**config.mk**
```make
export PLATFORM = sky130hd
export DESIGN_NAME = monrx_lastlook
export DESIGN_NICKNAME = d
export VERILOG_FILES = /design/src/rtl/monrx_pkg.sv /design/src/rtl/monrx_store.sv /design/src/rtl/monrx_fsm.sv /design/src/rtl/monrx_lastlook.sv
export SDC_FILE = /design/constraint.sdc
export NUM_CORES = 1
export LEC_CHECK = 0
export BUFFER_PORTS_ARGS = -buffer_cell sky130_fd_sc_hd__buf_2
export CAP_MARGIN = 25
export CORE_AREA = 2 2 72 74
export DETAILED_ROUTE_END_ITERATION = 10
export DIE_AREA = 0 0 74 76
export GPL_TIMING_DRIVEN = 0
export PLACE_DENSITY = 0.73
export SLEW_MARGIN = 20
export SYNTH_ARGS = -nofsm -noshare
export SYNTH_HDL_FRONTEND = slang
export SYNTH_SLANG_ARGS = --single-unit
```
**constraint.sdc**
```tcl
create_clock -name clk -period 2.1 [get_ports clk]
set_input_delay 0.42 -clock clk [delete_from_list [all_inputs] [get_ports clk]]
set_output_delay 0.42 -clock clk [all_outputs]
set_load 0.03 [all_outputs]
```
**src/rtl/monrx_pkg.sv**
```systemverilog
package monrx_pkg;
    typedef enum logic [2:0] {
        ST_IDLE,
        ST_FIRST,
        ST_ACKED,
        ST_GAP,
        ST_HOLD,
        ST_ABORT,
        ST_DRAIN
    } monrx_state_e;
endpackage

```
**src/rtl/monrx_store.sv**
```systemverilog
module monrx_store #(
    parameter int W     = 8,
    parameter int DEPTH = 4
) (
    input  logic         clk,
    input  logic         rst_n,
    input  logic         clear,
    input  logic         push,
    input  logic [W-1:0] push_data,
    input  logic         pop,
    output logic [W-1:0] head,
    output logic         full,
    output logic         empty,
    output logic         last_one
);
    localparam int AW = (DEPTH > 1) ? $clog2(DEPTH) : 1;
    localparam int CW = $clog2(DEPTH + 1);

    logic [W-1:0]  mem [DEPTH];
    logic [AW-1:0] wr_ptr, rd_ptr;
    logic [CW-1:0] cnt;

    function automatic logic [AW-1:0] bump(input logic [AW-1:0] p);
        return (p == AW'(DEPTH - 1)) ? '0 : p + 1'b1;
    endfunction

    always_ff @(posedge clk or negedge rst_n) begin
        if (!rst_n) begin
            wr_ptr <= '0;
            rd_ptr <= '0;
            cnt    <= '0;
        end else if (clear) begin
            wr_ptr <= '0;
            rd_ptr <= '0;
            cnt    <= '0;
        end else begin
            if (push) wr_ptr <= bump(wr_ptr);
            if (pop)  rd_ptr <= bump(rd_ptr);
            cnt <= cnt + CW'(push) - CW'(pop);
        end
    end

    always_ff @(posedge clk) begin
        if (push && !clear) mem[wr_ptr] <= push_data;
    end

    assign head     = mem[rd_ptr];
    assign full     = (cnt == CW'(DEPTH));
    assign empty    = (cnt == '0);
    assign last_one = (cnt == CW'(1));

    // the controller never writes into a full store
    p_no_overflow_r10: assert property (@(posedge clk) disable iff (!rst_n)
        push |-> !full);
    // draining never reads an empty store
    p_no_underflow_r6: assert property (@(posedge clk) disable iff (!rst_n)
        pop |-> !empty);
    // a clear leaves the store empty
    p_clear_empties_r8: assert property (@(posedge clk) disable iff (!rst_n)
        clear |=> empty);
endmodule

```
**src/rtl/monrx_fsm.sv**
```systemverilog
module monrx_fsm
    import monrx_pkg::*;
#(
    parameter int W = 8
) (
    input  logic         clk,
    input  logic         rst_n,
    input  logic         frame_stb,
    input  logic [W-1:0] rx_byte,
    input  logic         tx_act_n,
    input  logic         local_tx_busy,
    input  logic         st_full,
    input  logic         st_empty,
    input  logic         st_last,
    output logic         push,
    output logic         pop,
    output logic         clear,
    output logic         ack_n,
    output logic         msg_valid,
    output logic         msg_first,
    output logic         msg_last,
    output logic         abort_pulse
);
    monrx_state_e state_q, state_d;
    logic [W-1:0] prev_q;
    logic         cap;
    logic         first_q;

    logic tx_on, blocked, same;
    assign tx_on   = !tx_act_n;
    assign blocked = local_tx_busy | st_full;
    assign same    = (rx_byte == prev_q);

    // state register and sample holder
    always_ff @(posedge clk or negedge rst_n) begin
        if (!rst_n) begin
            state_q <= ST_IDLE;
            prev_q  <= '0;
            first_q <= 1'b1;
        end else begin
            state_q <= state_d;
            if (cap) prev_q <= rx_byte;
            first_q <= (state_q != ST_DRAIN);
        end
    end

    // transitions, evaluated on frame strobes
    always_comb begin
        state_d = state_q;
        cap     = 1'b0;
        push    = 1'b0;
        unique case (state_q)
            ST_IDLE: begin
                if (frame_stb && tx_on) begin
                    if (blocked) state_d = ST_HOLD;
                    else begin cap = 1'b1; state_d = ST_FIRST; end
                end
            end
            ST_FIRST: begin
                if (frame_stb) begin
                    if (!tx_on)       state_d = ST_ABORT;
                    else if (blocked) state_d = ST_HOLD;
                    else if (same) begin push = 1'b1; state_d = ST_ACKED; end
                    else cap = 1'b1;
                end
            end
            ST_ACKED: begin
                if (frame_stb) begin
                    if (!tx_on) state_d = ST_GAP;
                    else if (!same) begin
                        if (blocked) state_d = ST_HOLD;
                        else begin cap = 1'b1; state_d = ST_FIRST; end
                    end
                end
            end
            ST_GAP: begin
                if (frame_stb) begin
                    if (!tx_on)       state_d = st_empty ? ST_IDLE : ST_DRAIN;
                    else if (blocked) state_d = ST_HOLD;
                    else begin cap = 1'b1; state_d = ST_FIRST; end
                end
            end
            ST_HOLD:  if (frame_stb) state_d = ST_ABORT;
            ST_ABORT: state_d = ST_IDLE;
            ST_DRAIN: if (st_last) state_d = ST_IDLE;
            default:  state_d = ST_IDLE;
        endcase
    end

    // outputs from state
    always_comb begin
        ack_n       = 1'b1;
        msg_valid   = 1'b0;
        pop         = 1'b0;
        clear       = 1'b0;
        abort_pulse = 1'b0;
        msg_first   = 1'b0;
        msg_last    = 1'b0;
        unique case (state_q)
            ST_ACKED: ack_n = 1'b0;
            ST_ABORT: begin clear = 1'b1; abort_pulse = 1'b1; end
            ST_DRAIN: begin
                msg_valid = 1'b1;
                pop       = 1'b1;
                msg_first = first_q;
                msg_last  = st_last;
            end
            default: ;
        endcase
    end

    // the acknowledge moves only after a strobe
    p_ack_strobe_r11: assert property (@(posedge clk) disable iff (!rst_n)
        !frame_stb |=> $stable(ack_n));
    // an acknowledge starts only after a strobe with the transmitter active
    p_ack_needs_tx_r2: assert property (@(posedge clk) disable iff (!rst_n)
        $fell(ack_n) |-> ($past(frame_stb) && !$past(tx_act_n)));
    // the abort indication lasts a single cycle
    p_abort_one_r7: assert property (@(posedge clk) disable iff (!rst_n)
        abort_pulse |=> !abort_pulse);
    // markers appear only on valid bytes
    p_marks_valid_r6: assert property (@(posedge clk) disable iff (!rst_n)
        (msg_first || msg_last) |-> msg_valid);
endmodule

```
**src/rtl/monrx_lastlook.sv**
```systemverilog
module monrx_lastlook #(
    parameter int DATA_W      = 8,
    parameter int STORE_DEPTH = 4
) (
    input  logic              clk,
    input  logic              rst_n,
    input  logic              frame_stb,
    input  logic [DATA_W-1:0] rx_byte,
    input  logic              tx_act_n,
    input  logic              local_tx_busy,
    output logic              ack_n,
    output logic              msg_valid,
    output logic [DATA_W-1:0] msg_data,
    output logic              msg_first,
    output logic              msg_last,
    output logic              abort_pulse
);
    logic push, pop, clear, st_full, st_empty, st_last;

    monrx_fsm #(.W(DATA_W)) u_fsm (
        .clk           (clk),
        .rst_n         (rst_n),
        .frame_stb     (frame_stb),
        .rx_byte       (rx_byte),
        .tx_act_n      (tx_act_n),
        .local_tx_busy (local_tx_busy),
        .st_full       (st_full),
        .st_empty      (st_empty),
        .st_last       (st_last),
        .push          (push),
        .pop           (pop),
        .clear         (clear),
        .ack_n         (ack_n),
        .msg_valid     (msg_valid),
        .msg_first     (msg_first),
        .msg_last      (msg_last),
        .abort_pulse   (abort_pulse)
    );

    monrx_store #(.W(DATA_W), .DEPTH(STORE_DEPTH)) u_store (
        .clk       (clk),
        .rst_n     (rst_n),
        .clear     (clear),
        .push      (push),
        .push_data (rx_byte),
        .pop       (pop),
        .head      (msg_data),
        .full      (st_full),
        .empty     (st_empty),
        .last_one  (st_last)
    );
endmodule

```
Word-level counts from Yosys, hierarchy flattened
Memory sizes are Yosys's and may differ from the RTL's.
Index checks and enable logic that the tools add are counted.
{"block": "totals", "regBits": 19, "ramBits": 32, "in_bits": 13, "out_inout_bits": 13, "word_cells": 87, "memories": 1}
{"block": "classes", "add_sub_neg": 4, "eq_ne": 20, "n_mux": 46, "bitwise_logic": 1, "n_reduce_logical": 9}
{"name": "u_store.mem", "depth": 4, "width": 8, "rd": 1, "rd_ports_with_merged_regs": 0, "wr": 1, "line": "monrx_store.sv:19", "source": "logic [W-1:0] mem [DEPTH];"}
{"op": "two-way mux 3 bit", "count": 15}
{"op": "two-way mux 1 bit", "count": 23}
{"op": "one-hot mux 3 bit (6 select lines)", "count": 1}
{"op": "equality test 3 bit, second input constant", "count": 4}
{"op": "two-way mux 2 bit", "count": 6}
{"op": "equality test 8 bit", "count": 1}
{"op": "inequality test 2 bit, second input constant", "count": 4}
{"op": "AND reduction 8 bit", "count": 1}
{"op": "equality test 3 x 1 -> 1 bit, second input constant", "count": 2}
{"op": "equality test 3 x 2 -> 1 bit, second input constant", "count": 2}
{"op": "logical NOT 3 bit", "count": 2}
{"op": "inequality test 3 bit, second input constant", "count": 2}
{"op": "adder 2 x 1 -> 2 bit, second input constant", "count": 2}
{"op": "equality test 2 bit, second input constant", "count": 2}
{"op": "inequality test 2 x 1 -> 1 bit, second input constant", "count": 2}
{"op": "inequality test 4 x 2 -> 1 bit, second input constant", "count": 1}
{"op": "one-hot mux 1 bit (4 select lines)", "count": 1}
{"op": "nonzero test 2 bit", "count": 2}
{"op": "adder 3 x 1 -> 3 bit", "count": 1}
{"op": "subtractor 3 x 1 -> 3 bit", "count": 1}
{"op": "logical AND 1 bit", "count": 2}
{"op": "logical NOT 1 bit", "count": 2}
{"op": "OR 1 bit", "count": 1}

Longest topological paths before layout
{"block": "depth", "ltp_word": 9, "depth_mapped": 11, "ltp_nobuf": 11}

Modules after synthesis
Synthesis repeated with hierarchy kept, for this count alone.
{"block": "unflattened", "cells_unflattened": 165, "hier_area_um2": 2442.3}
{"module": "monrx_store", "instances": 1, "cells_each": 83, "area_per_inst_um2": 1604.0, "seq_area_each_um2": 1136.1}
{"module": "monrx_fsm", "instances": 1, "cells_each": 82, "area_per_inst_um2": 838.3, "seq_area_each_um2": 301.5}

Least setup slack after synthesis
Ideal clock, no wire load.
{"block": "synth_timing", "kind": "input port to flip-flop", "startpoint": "in rx_byte[3]", "endpoint": "reg u_store.cnt[2]", "setup_ns": 0.143, "arrival_ns": 2.146, "required_ns": 1.957, "slack_ns": -0.189, "path_stages": 10, "path_buffers": 1, "path_cell_list": "xor2_1 -> nor4_2 -> and3_1 -> buf_2 -> ha_1 -> inv_1 -> fa_1 -> xor2_1 -> xnor2_1 -> nor2_1"}
{"block": "synth_between", "elab_chain_cells": 9}
{"item": "start: declaration", "line": "monrx_lastlook.sv:8", "source": "input logic [DATA_W-1:0] rx_byte,"}
{"item": "equality test 8 bit", "line": "monrx_fsm.sv:32", "source": "assign same = (rx_byte == prev_q);"}
{"item": "two-way mux 1 bit", "line": "monrx_fsm.sv:63", "source": "else if (same) begin push = 1'b1; state_d = ST_ACKED; end"}
{"item": "two-way mux 1 bit", "line": "monrx_fsm.sv:62", "source": "else if (blocked) state_d = ST_HOLD;"}
{"item": "two-way mux 1 bit", "line": "monrx_fsm.sv:61", "source": "if (!tx_on) state_d = ST_ABORT;"}
{"item": "two-way mux 1 bit", "line": "monrx_fsm.sv:60", "source": "if (frame_stb) begin"}
{"item": "two-way mux 1 bit", "line": "monrx_fsm.sv:52", "source": "unique case (state_q)"}
{"item": "adder 3 x 1 -> 3 bit", "line": "monrx_store.sv:39", "source": "cnt <= cnt + CW'(push) - CW'(pop);"}
{"item": "subtractor 3 x 1 -> 3 bit", "line": "monrx_store.sv:39"}
{"item": "two-way mux 3 bit", "line": "monrx_store.sv:32", "source": "end else if (clear) begin"}
{"item": "end signal: assignment", "line": "monrx_store.sv:39"}
{"item": "end: declaration", "line": "monrx_store.sv:21", "source": "logic [CW-1:0] cnt;"}
No other way between the ends.
A chain may end at the register's enable or synchronous reset.

Worst setup path in the final report
{"block": "layout_timing", "startpoint": "reg u_fsm.prev_q[0]", "endpoint": "reg u_store.cnt[2]"}
{"block": "layout_between", "elab_chain_cells": 9}
{"item": "start: declaration", "line": "monrx_fsm.sv:25", "source": "logic [W-1:0] prev_q;"}
{"item": "start signal: assignment", "line": "monrx_fsm.sv:42", "source": "if (cap) prev_q <= rx_byte;"}
{"item": "equality test 8 bit", "line": "monrx_fsm.sv:32"}
{"item": "two-way mux 1 bit", "line": "monrx_fsm.sv:63"}
{"item": "two-way mux 1 bit", "line": "monrx_fsm.sv:62"}
{"item": "two-way mux 1 bit", "line": "monrx_fsm.sv:61"}
{"item": "two-way mux 1 bit", "line": "monrx_fsm.sv:60"}
{"item": "two-way mux 1 bit", "line": "monrx_fsm.sv:52"}
{"item": "adder 3 x 1 -> 3 bit", "line": "monrx_store.sv:39"}
{"item": "subtractor 3 x 1 -> 3 bit", "line": "monrx_store.sv:39"}
{"item": "two-way mux 3 bit", "line": "monrx_store.sv:32"}
No other way between the ends.

==> results.toml <==
[status]
status = "finished with violations"
violations = "setup timing"

[sta]
setup_ws_ns = -0.0911
fin_crit_ns = 2.19
clock.fmax_ghz = 0.456
slew_viol_final = 0
clock_skew_ns = 0.00512
setup_viol_count_final = 1
max_slew_margin_pct = 70.3
grt_setup_unrepaired = "true"
finalHoldViolCount = 0
post-route-period-util_pct = 104
fin_tns_setup_ns = -0.0911
worstMarginPinSlew_ns = 0.445

[worst_setup_path]
criticalPathCategory = "flip-flop to flip-flop"
crit_buf_inv = 1
path_cells = "xor2_1 > nor4_2 > and3_4 > ha_4 > inv_2 > fa_2 > xor2_1 > xnor2_1 > nor2_1"
crit_path_end_kind = "flip-flop"
crit_top_cell = "xor2_1"
crit_required_ns = 2.29
critPathSlowestCell = "dfrtp_1"
start_kind = "flip-flop"
crit_fanout = 2
cp_top_family = "simple AND/OR/NAND/NOR gates"
worstPathArrival_ns = 2.38
critical_path.max_stage_delay_ns = 0.39

[synth]
yosysTopAreaCell = "edfxtp_1"
ys_seq_elements = 51
syn_nets = 195
synth_seq_area_share_pct = 59.2
yosysWarnings = 0
syn_area_um2 = 2430
synth.distinct_cells = 39
synth.area.top_cells = "edfxtp_1 40%, dfrtp_1 19%, mux4_2 7.4%"
yosysTopAreaCellShare_pct = 39.6
synth_cells = 174
syn_area_per_cell_um2 = 14.0

[pwr]
leakagePower_uw = 0.00114
power.internal_uw = 2120
power.switching_uw = 912
peakVddDrop_mv = 0.652
p_per_area_nw_per_um2 = 1050
power_frac_clock_pct = 25.7
power_frac_seq_pct = 42.6
pwr-share-comb_pct = 31.6
switching_share_pct = 30.1

[grt]
overflow = 0
use_met1_pct = 22.5
antenna_found_initial = 0
busiest_layer = "met2"
grt_pass1_vias = 1502
met3_usage_pct = 3.97
gr-usage-met2_pct = 25.9
grt_max_degree = 20
grt_pass1_wl_um = 7040
grt_util_all_layers_pct = 16.2

[layout]
final_common_cell = "edfxtp_1"
area_growth_pct = 18.6
post-route-cell-area_um2 = 2880
layout_common_cells = "32 x edfxtp_1, 26 x buf_2, 17 x dfrtp_1, 11 x nor2_1, 9 x xor2_1"
drive_gt1_share_pct = 34.9
num_antenna_cells = 0
final_nets = 229

[floorplan]
die_w_um = 74
core_area_um2 = 4910
ios = 26
dieArea_um2 = 5620
fp.dieH_um = 76
core.rowCount = 26
initial_utilization_pct = 49.4

[clock_network]
clockRootBuffer = "clkbuf_8"
tritoncts = "built"
htree_levels = 2
cts_hold_buf = 0
clk_pin_slew_ns = 0.09
cts_inserted_buffers = 5
clk_path_buf_depth = 2
numClockSinks = 51
clock_latency_ns = 0.30

[route]
wl_per_cell_um = 15.1
viasPerCell = 5.25
drcViolationCount = 0
dr.pass1.iters = 4
drt_iter0_drc = 149
finalWirelength_um = 4220
vias = 1464
ant_nets = 0

[placed_design]
io_buffer_count = 24
post_dp_cell_area_um2 = 2660
place.gp.congestion = 0.891
detailed_place_hpwl_um = 2910

[job]
cap_violations = 0

[min_path]
hold_class = "input port to asynchronous set/reset pin"
==> through the flow <==
stage          cells  utilization (%)  worst slack [ns]  hold WS [ns]  power [uW]
3_5_place_dp     268             54.1            -0.498         0.390        2140
6_report         279             58.6           -0.0911        0.0571        3030
2_1_floorplan    174                -            -0.126         0.124        1950
4_1_cts          279             57.9            -0.155        0.0662        2990
3_3_place_gp     268             54.1            -0.483         0.386        2120
5_1_grt          279             58.6            -0.211        0.0858        3220
==> sequential cells by signal, indices dropped and copies added (netlist names) <==
register	count
u_store.rd_ptr	2
u_store.wr_ptr	2
u_fsm.prev_q	8
u_fsm.state_q	3
u_fsm.first_q	1
u_store.mem	32
u_store.cnt	3
==> path summary, 6_finish.rpt <==
| path | slack [ns] | end | start | depth (start not counted) |
|---|---|---|---|---|
| hold reg to reg | 0.52 | u_fsm.prev_q[0] | u_fsm.prev_q[0] | 1 |
| hold / removal | 0.06 | u_fsm.state_q[1] | rst_n | 1 |
| max in group asynchronous | 1.71 | u_fsm.first_q | rst_n | 1 |
| setup / recovery | -0.09 | u_store.cnt[2] | u_fsm.prev_q[0] | 9 |
| setup reg to reg | -0.09 | u_store.cnt[2] | u_fsm.prev_q[0] | 9 |
| min in group clk | 0.37 | u_store.mem[1][4] | rx_byte[4] | 1 |
==> repair_timing <==
item / 4_1_cts / 5_1_grt
pin swaps: 6 / 8
resized for setup: 10 / 13
gates cloned: 0 / 0
setup buffers: 5 / 1
hold endpoints to repair: 0 / 0
endpoints found under the setup margin: 43 / 45
==> cells in the mapped netlist, drive strengths merged <==
| master | number |
|---|---|
| o41ai | 1 |
| ha | 7 |
| a31oi | 2 |
| nor4 | 2 |
| clkbuf | 2 |
| xnor2 | 1 |
| xor2 | 9 |
| edfxtp | 32 |
| nand4 | 1 |
| nor3 | 3 |
| inv | 6 |
| mux2i | 2 |
| and2 | 5 |
| a21oi | 7 |
| fa | 1 |
| mux2 | 9 |
| and4 | 2 |
| nor3b | 3 |
| a22o | 1 |
| or3 | 2 |
| and3 | 3 |
| dfrtp | 18 |
| nor2 | 12 |
| nand3 | 2 |
| nand2b | 2 |
| o21bai | 2 |
| nor2b | 5 |
| a311oi | 1 |
| mux4 | 8 |
| or3b | 2 |
| o31ai | 1 |
| buf | 7 |
| o21ai | 5 |
| nand2 | 6 |
| dfstp | 1 |
| o211a | 1 |
==> power by group through the flow <==
| stage | Sequential (uW) | Combinational [uW] | Clock (uW) |
|---|---|---|---|
| after global routing | 1310 | 1070 | 837 |
| final | 1290 | 959 | 779 |
| after detailed placement | 1310 | 833 | 0 |
| after floorplan | 1290 | 658 | 0 |
| after CTS | 1280 | 904 | 801 |
| after global placement | 1300 | 818 | 0 |
==> logic make-up after synthesis <==
kind of cell             share of synthesized area, %
flip-flops                                       59.2
AND/OR/NAND/NOR                                  12.3
AO/OA/AOI/OAI                                    5.41
multiplexers                                     12.4
buffers and inverters                            2.63
XOR/XNOR                                         3.61
adder cells (fa/ha/maj)                          4.43
==> per-layer routing <==
layer | share of wire, % | vias up
li1 | - | 707
met1 | 45 | 710
met2 | 50 | 43
met3 | 4.6 | 4
met4 | 0.66 | 0
met5 | 0 | -
==> cell type report <==
type	count	area, um2
fill	383	2030
sequential	51	1440
buffer	6	43.8
timing repair buffer	30	165
multi-input combinational	108	990
inverter	6	22.5
tap	70	87.6
clock inverter	2	60.1
clock buffer	6	72.6
No activity file was read; power rests on OpenSTA's default activity.
